==> src/rtl/hdb3_pkg.sv <==
package hdb3_pkg;
  localparam int HDB3_RUN = 4;

  typedef enum logic [1:0] {
    SYM_ZERO = 2'd0,
    SYM_MARK = 2'd1,
    SYM_BAL  = 2'd2,
    SYM_VIOL = 2'd3
  } sym_e;

  typedef struct packed {
    logic vld;
    sym_e sym;
  } slot_t;
endpackage

==> src/rtl/hdb3_lookahead.sv <==
module hdb3_lookahead
  import hdb3_pkg::*;
#(
  parameter int RUN_LEN = HDB3_RUN
) (
  input  logic  clk_i,
  input  logic  rst_ni,
  input  logic  data_i,
  input  logic  even_i,
  output slot_t head_o
);
  localparam int LAST = RUN_LEN - 1;

  slot_t st_q [RUN_LEN];
  slot_t nxt  [RUN_LEN];
  logic  run_in;

  always_comb begin
    nxt[0].vld = 1'b1;
    nxt[0].sym = data_i ? SYM_MARK : SYM_ZERO;
    for (int k = 1; k < RUN_LEN; k++) nxt[k] = st_q[k-1];
    run_in = 1'b1;
    for (int k = 0; k < RUN_LEN; k++)
      run_in = run_in & nxt[k].vld & (nxt[k].sym == SYM_ZERO);
    // even_i reflects the slot leaving this edge, so the decision sees every emitted pulse
    if (run_in) begin
      nxt[LAST].sym = even_i ? SYM_BAL : SYM_ZERO;
      nxt[0].sym    = SYM_VIOL;
    end
  end

  always_ff @(posedge clk_i or negedge rst_ni) begin
    if (!rst_ni) begin
      for (int k = 0; k < RUN_LEN; k++) st_q[k] <= '0;
    end else begin
      for (int k = 0; k < RUN_LEN; k++) st_q[k] <= nxt[k];
    end
  end

  assign head_o = st_q[LAST];

  logic run_held, lead_zero;
  always_comb begin
    run_held  = 1'b1;
    lead_zero = 1'b1;
    for (int k = 0; k < RUN_LEN; k++)
      run_held = run_held & st_q[k].vld & (st_q[k].sym == SYM_ZERO);
    for (int k = 0; k < LAST; k++)
      lead_zero = lead_zero & st_q[k].vld & (st_q[k].sym == SYM_ZERO);
  end

  a_r6_no_zero_window: assert property (@(posedge clk_i) disable iff (!rst_ni)
    !run_held);

  a_r6_viol_after_zeros: assert property (@(posedge clk_i) disable iff (!rst_ni)
    (st_q[0].vld && st_q[0].sym == SYM_VIOL) |-> $past(lead_zero && !data_i));
endmodule

==> src/rtl/hdb3_polarity.sv <==
module hdb3_polarity
  import hdb3_pkg::*;
(
  input  logic  clk_i,
  input  logic  rst_ni,
  input  slot_t head_i,
  output logic  even_o,
  output logic  pos_o,
  output logic  neg_o
);
  logic last_pos_q, odd_q, pos_q, neg_q;
  logic is_pulse, is_viol, is_flip, pulse_pos;

  assign is_pulse  = head_i.vld && (head_i.sym != SYM_ZERO);
  assign is_viol   = head_i.vld && (head_i.sym == SYM_VIOL);
  assign is_flip   = head_i.vld && (head_i.sym == SYM_MARK || head_i.sym == SYM_BAL);
  assign pulse_pos = is_viol ? last_pos_q : !last_pos_q;

  // parity as it stands once the head slot has left
  always_comb begin
    if (is_viol)      even_o = 1'b1;
    else if (is_flip) even_o = odd_q;
    else              even_o = !odd_q;
  end

  always_ff @(posedge clk_i or negedge rst_ni) begin
    if (!rst_ni) begin
      last_pos_q <= 1'b0;
      odd_q      <= 1'b0;
      pos_q      <= 1'b0;
      neg_q      <= 1'b0;
    end else begin
      pos_q <= is_pulse && pulse_pos;
      neg_q <= is_pulse && !pulse_pos;
      if (is_pulse) last_pos_q <= pulse_pos;
      if (is_viol)      odd_q <= 1'b0;
      else if (is_flip) odd_q <= !odd_q;
    end
  end

  assign pos_o = pos_q;
  assign neg_o = neg_q;

  a_r2_rails_exclusive: assert property (@(posedge clk_i) disable iff (!rst_ni)
    $onehot0({pos_q, neg_q}));

  a_r8_viol_same_pol: assert property (@(posedge clk_i) disable iff (!rst_ni)
    is_viol |=> (pos_q == $past(last_pos_q)) && (pos_q != neg_q));

  a_r5_mark_alternates: assert property (@(posedge clk_i) disable iff (!rst_ni)
    is_flip |=> (pos_q != $past(last_pos_q)) && (pos_q != neg_q));

  a_r7_even_after_viol: assert property (@(posedge clk_i) disable iff (!rst_ni)
    is_viol |=> !odd_q);
endmodule

==> src/rtl/hdb3_rail_encoder.sv <==
module hdb3_rail_encoder
  import hdb3_pkg::*;
#(
  parameter int RUN_LEN = HDB3_RUN
) (
  input  logic clk_i,
  input  logic rst_ni,
  input  logic data_i,
  output logic rail_a_o,
  output logic rail_b_o,
  output logic data_dly_o
);
  slot_t head;
  logic  even, pos, neg, dly_q;

  hdb3_lookahead #(.RUN_LEN(RUN_LEN)) u_look (
    .clk_i  (clk_i),
    .rst_ni (rst_ni),
    .data_i (data_i),
    .even_i (even),
    .head_o (head)
  );

  hdb3_polarity u_pol (
    .clk_i  (clk_i),
    .rst_ni (rst_ni),
    .head_i (head),
    .even_o (even),
    .pos_o  (pos),
    .neg_o  (neg)
  );

  always_ff @(posedge clk_i or negedge rst_ni) begin
    if (!rst_ni) dly_q <= 1'b0;
    else         dly_q <= data_i;
  end

  // pulse registers change on the rising edge, while the gate is closed
  assign rail_a_o   = pos & ~clk_i;
  assign rail_b_o   = neg & ~clk_i;
  assign data_dly_o = dly_q;

  a_r9_quiet_in_reset: assert property (@(posedge clk_i)
    !rst_ni |-> !pos && !neg && !data_dly_o);
endmodule

==> config.mk <==
export PLATFORM = sky130hd
export DESIGN_NAME = hdb3_rail_encoder
export DESIGN_NICKNAME = d
export VERILOG_FILES = /design/src/rtl/hdb3_pkg.sv /design/src/rtl/hdb3_lookahead.sv /design/src/rtl/hdb3_polarity.sv /design/src/rtl/hdb3_rail_encoder.sv
export SDC_FILE = /design/constraint.sdc
export NUM_CORES = 1
export LEC_CHECK = 0
export CORE_AREA = 2 2 39 41
export DETAILED_ROUTE_END_ITERATION = 12
export DIE_AREA = 0 0 41 43
export DONT_BUFFER_PORTS = 1
export SLEW_MARGIN = 40
export SYNTH_ARGS = -nofsm -noshare
export SYNTH_HDL_FRONTEND = slang
export SYNTH_HIERARCHICAL = 1
export SYNTH_SLANG_ARGS = --single-unit
==> constraint.sdc <==
create_clock -name clk_i -period 2.1 [get_ports clk_i]
set_input_delay 0.21 -clock clk_i [delete_from_list [all_inputs] [get_ports clk_i]]
set_output_delay 0.21 -clock clk_i [all_outputs]
set_load 0.01 [all_outputs]
* After elaboration in Yosys (flattened, before gate mapping)
Index checks and enable logic that the tools add are counted.
Storage, ports and cells: bits in registers 17, latch bits 0, memory bits (writable) 0, ROM bits 0, input port bits 3, output and inout port bits 3, memories 0
Cells by class: $add $sub $neg 0, $mul 0, divide/modulo/power cells 0, order comparisons 0, eq/ne operators 3, shift-type cells 0, muxes and demuxes 9, bitwise logic cells 9, reduce and logical (&&, ||, !) cells 15
Operators by type and width (count):
- 1-bit AND | 8
- 2-bit zero test | 4
- 1-bit 2-to-1 mux | 6
- 2-bit 2-to-1 mux | 3
- 1-bit logical AND | 5
- 2-bit == test, second input constant | 2
- 2-bit nonzero test | 2
- 1-bit zero test | 3
- 2-bit by 1-bit == test with 1-bit output, second input constant | 1
- 1-bit logical OR | 1
- 1-bit inverter | 1

* Longest topological paths before layout
depth in word-level cells 9, depth in mapped cells 6, gate-level depth less buffers 5

* Modules after synthesis
Netlist, hierarchy kept.
Modules (own cells, without submodules):
- hdb3_lookahead | instances 1, cells an instance 23, area each 395.4 µm², seq. area each 300.3 µm²
- hdb3_polarity | instances 1, cells an instance 19, area each 211.5 µm², seq. area each 100.1 µm²
- hdb3_rail_encoder | instances 1, cells an instance 3, area each 37.5 µm², seq. area each 25.0 µm²

==> impl_metrics.csv <==
group,metric,value,unit
drt,firstDrtPassIters,4,
drt,vias,358,
drt,wl_per_cell,13.3,µm
drt,drt_iter0_drc,10,
floorplanning,fp.dieH,43,µm
timing,finalHoldViolations,0,
global_route,track_usage,14.4,%
logic_synthesis,synthAdderAreaFrac,3.88,%
timing,rsz0062_at_grt,"false",
setup_path,crit_buf_inv,2,
logic_synthesis,syn_area,644,µm²
logic_synthesis,seq_area_frac_synth,66.0,%
setup_path,cp_num_cells,3,
outcome,status,"finished clean",
clocking,cts_tree,"done",
power,p_leak,0.354,nW
logic_synthesis,syn_inst,45,
global_route,grt_pass1_vias,395,
finish,nets,59,
drt,avgViaCountPerCell,5.19,
setup_path,cp_slowest_cell,"nor2b_1",
timing,final-setup-viol-count,0,
finish,drive_gt1_share,22.6,%
power,switching_share,25.1,%
drt,antenna_left,0,
setup_path,cp-start-kind,"clock port",
placed_design,dp.cells,57,
setup_path,cp_max_fo,2,
floorplanning,die_w,41,µm
setup_path,worstPathCellList,"clkbuf_4 > clkbuf_4 > nor2b_1",
global_route,grt_max_degree,18,
clocking,clock_latency,0.40,ns
logic_synthesis,syn-num-nets,50,
finish,finalNonFillerCells,69,
setup_path,endpoint_kind,"output pin",
logic_synthesis,synth_top_family_by_area,"simple AND/OR/NAND/NOR gates",
finish,area_growth,13.8,%
logic_synthesis,synth_xor_xnor_area_share,2.72,%
placed_design,dp_hpwl,618,µm
setup_path,crit_top_cell,"clkbuf_4",
power,clkPwrFrac,40.2,%
floorplanning,coreArea,0.00138,mm²
power,seqPwrFrac,51.6,%
power,p_int,548,µW
setup_path,critPathTopFamily,"buffers and inverters",
power,pwr-share-comb,8.2,%
finish,layout_commonest_cell,"dfrtp_1",
global_route,antenna_found_initial,0,
logic_synthesis,synth_simple_gate_area_share,15.7,%
logic_synthesis,synth_warnings,6,
drt,wirelength,915,µm
power,finalPower,732,µW
logic_synthesis,synth_compound_area_share,5.83,%
flow_run,max_cap_viol_count,0,
global_route,grt.overflow.total,0,
logic_synthesis,muxShareOfSynthArea,0,%
placed_design,numPortBuffers,0,
floorplanning,design.die.area,0.00176,mm²
global_route,grt_pass1_wl,1.50,mm
logic_synthesis,yosysUniqueCellTypes,20,
power,peakVddDrop,0.000462,V
placed_design,gp_congestion,0.713,
setup_path,worst-setup-path-type,"clock port to output pin",
clocking,path_clk_slew,0.10,ns
timing,setup_tns,0,ns
floorplanning,row_count,14,
floorplanning,start_util,46.6,%
setup_path,slowest_delay,0.20,ns
power,netSwitchingPower,184,µW
logic_synthesis,avgSynthCellArea,14.3,µm²
logic_synthesis,ys_seq_elements,17,
finish,layout_common_cells,"dfrtp_1, clkbuf_4, nor2b_1, dlygate4sd3_1",
setup_path,arrival,1.49,ns
power,p_per_area,998,mW/mm²
clocking,cts_resized,0,
timing,finalClockSkew,0.0101,ns
floorplanning,num_io_pins,6,
finish,antenna_cells,0,
drt,remaining_drc_errors,0,
worst_hold_path,hold_path.class,"primary input to asynchronous set/reset pin",
finish,fin_util,53.0,%
timing,finalMaxSlewViolations,0,
setup_path,worstPathRequired,1.89,ns
setup_path,rr_worst_depth,5,
==> final timing paths <==
| path | startpoint | endpoint | slack, ns |
|---|---|---|---|
| max | clk_i | rail_b_o | 0.40 |
| min | rst_ni | u_pol/odd_q$_DFFE_PN0P_ | 0.24 |
| max reg2reg | u_look/head_o[0]$_DFF_PN0_ | u_look/head_o[1]$_DFF_PN0_ | 0.59 |
| min reg2reg | u_look/nxt[5]$_DFF_PN0_ | u_look/nxt[2]$_DFF_PN0_ | 0.38 |
| max in group asynchronous | rst_ni | u_pol/pos_o$_DFF_PN0_ | 1.59 |
| min in group clk_i | u_look/nxt[5]$_DFF_PN0_ | u_look/nxt[2]$_DFF_PN0_ | 0.38 |
==> state kept, by name (all words and copies together), names as in the netlist <==
register / flops
u_look/nxt: 7
u_pol/pos_o: 1
u_pol/last_pos_q: 1
u_pol/odd_q: 1
data_dly_o: 1
u_pol/neg_o: 1
u_look/st_q: 2
u_look/head_o: 3
==> power by group through the flow <==
stage                     Combinational, mW  Clock [mW]  Sequential, mW
after global placement               0.0436      0.0102           0.383
after global routing                 0.0673       0.338           0.381
after floorplan                      0.0440      0.0102           0.379
after detailed placement             0.0477      0.0102           0.384
after CTS                            0.0581       0.307           0.378
final                                0.0600       0.294           0.378
==> cell families (layout without fill, tap and decap cells) <==
kind of cell,count (synthesis),count (layout)
buffers and inverters,6,14
and+or+nand+nor,13,13
adders and majority gates,2,2
DFF,17,17
other,1,1
xor gates and xnor gates,2,2
AOI/OAI and AO/OA,4,4
==> repair_timing <==
action	in CTS	in global routing
hold buffers	2	2
endpoints found under the hold margin	19	18
setup buffers	0	0
==> stage by stage <==
stage / hold WS, ns / area, µm² / setup slack [ns]
6_report: 0.238 / 733 / 0.402
3_3_place_gp: -0.0852 / 638 / 0.650
3_5_place_dp: -0.0851 / 638 / 0.602
2_1_floorplan: -0.0856 / 644 / 0.603
5_1_grt: 0.268 / 733 / 0.350
4_1_cts: 0.0137 / 718 / 0.380
==> Yosys cell counts (all sizes together) <==
master / n / area (µm²)
or3b: 1 / 8.76
a31o: 1 / 8.76
conb: 1 / 3.75
a41o: 1 / 10.0
nor2: 2 / 7.51
dfrtp: 17 / 425
and3: 1 / 6.26
nand2b: 2 / 12.5
inv: 2 / 7.51
nand2: 1 / 3.75
xor2: 2 / 17.5
ha: 2 / 25.0
nor4b: 1 / 23.8
nor3b: 1 / 7.51
and4bb: 1 / 12.5
o311a: 1 / 10.0
o311ai: 1 / 8.76
buf: 3 / 22.5
clkbuf: 1 / 3.75
nor2b: 3 / 18.8
==> routing by layer <==
metal | global-route usage, % | up-vias | part of all wire (%)
li1 | - | 164 | -
met2 | 17.5 | 11 | 50
met3 | 11.5 | 2 | 8.3
met4 | 13.3 | 0 | 1.5
met5 | 0 | - | 0
met1 | 14.6 | 181 | 40
==> final cells by class <==
type | instances | area [µm²]
flip-flops and latches | 17 | 425
clock inverters | 1 | 7.51
repair buffers | 4 | 35.0
fillers | 122 | 651
well taps | 16 | 20.0
clock buffers | 7 | 52.6
multi-input cells | 22 | 185
inverters | 2 | 7.51
Power figures use the tool's default switching activity.
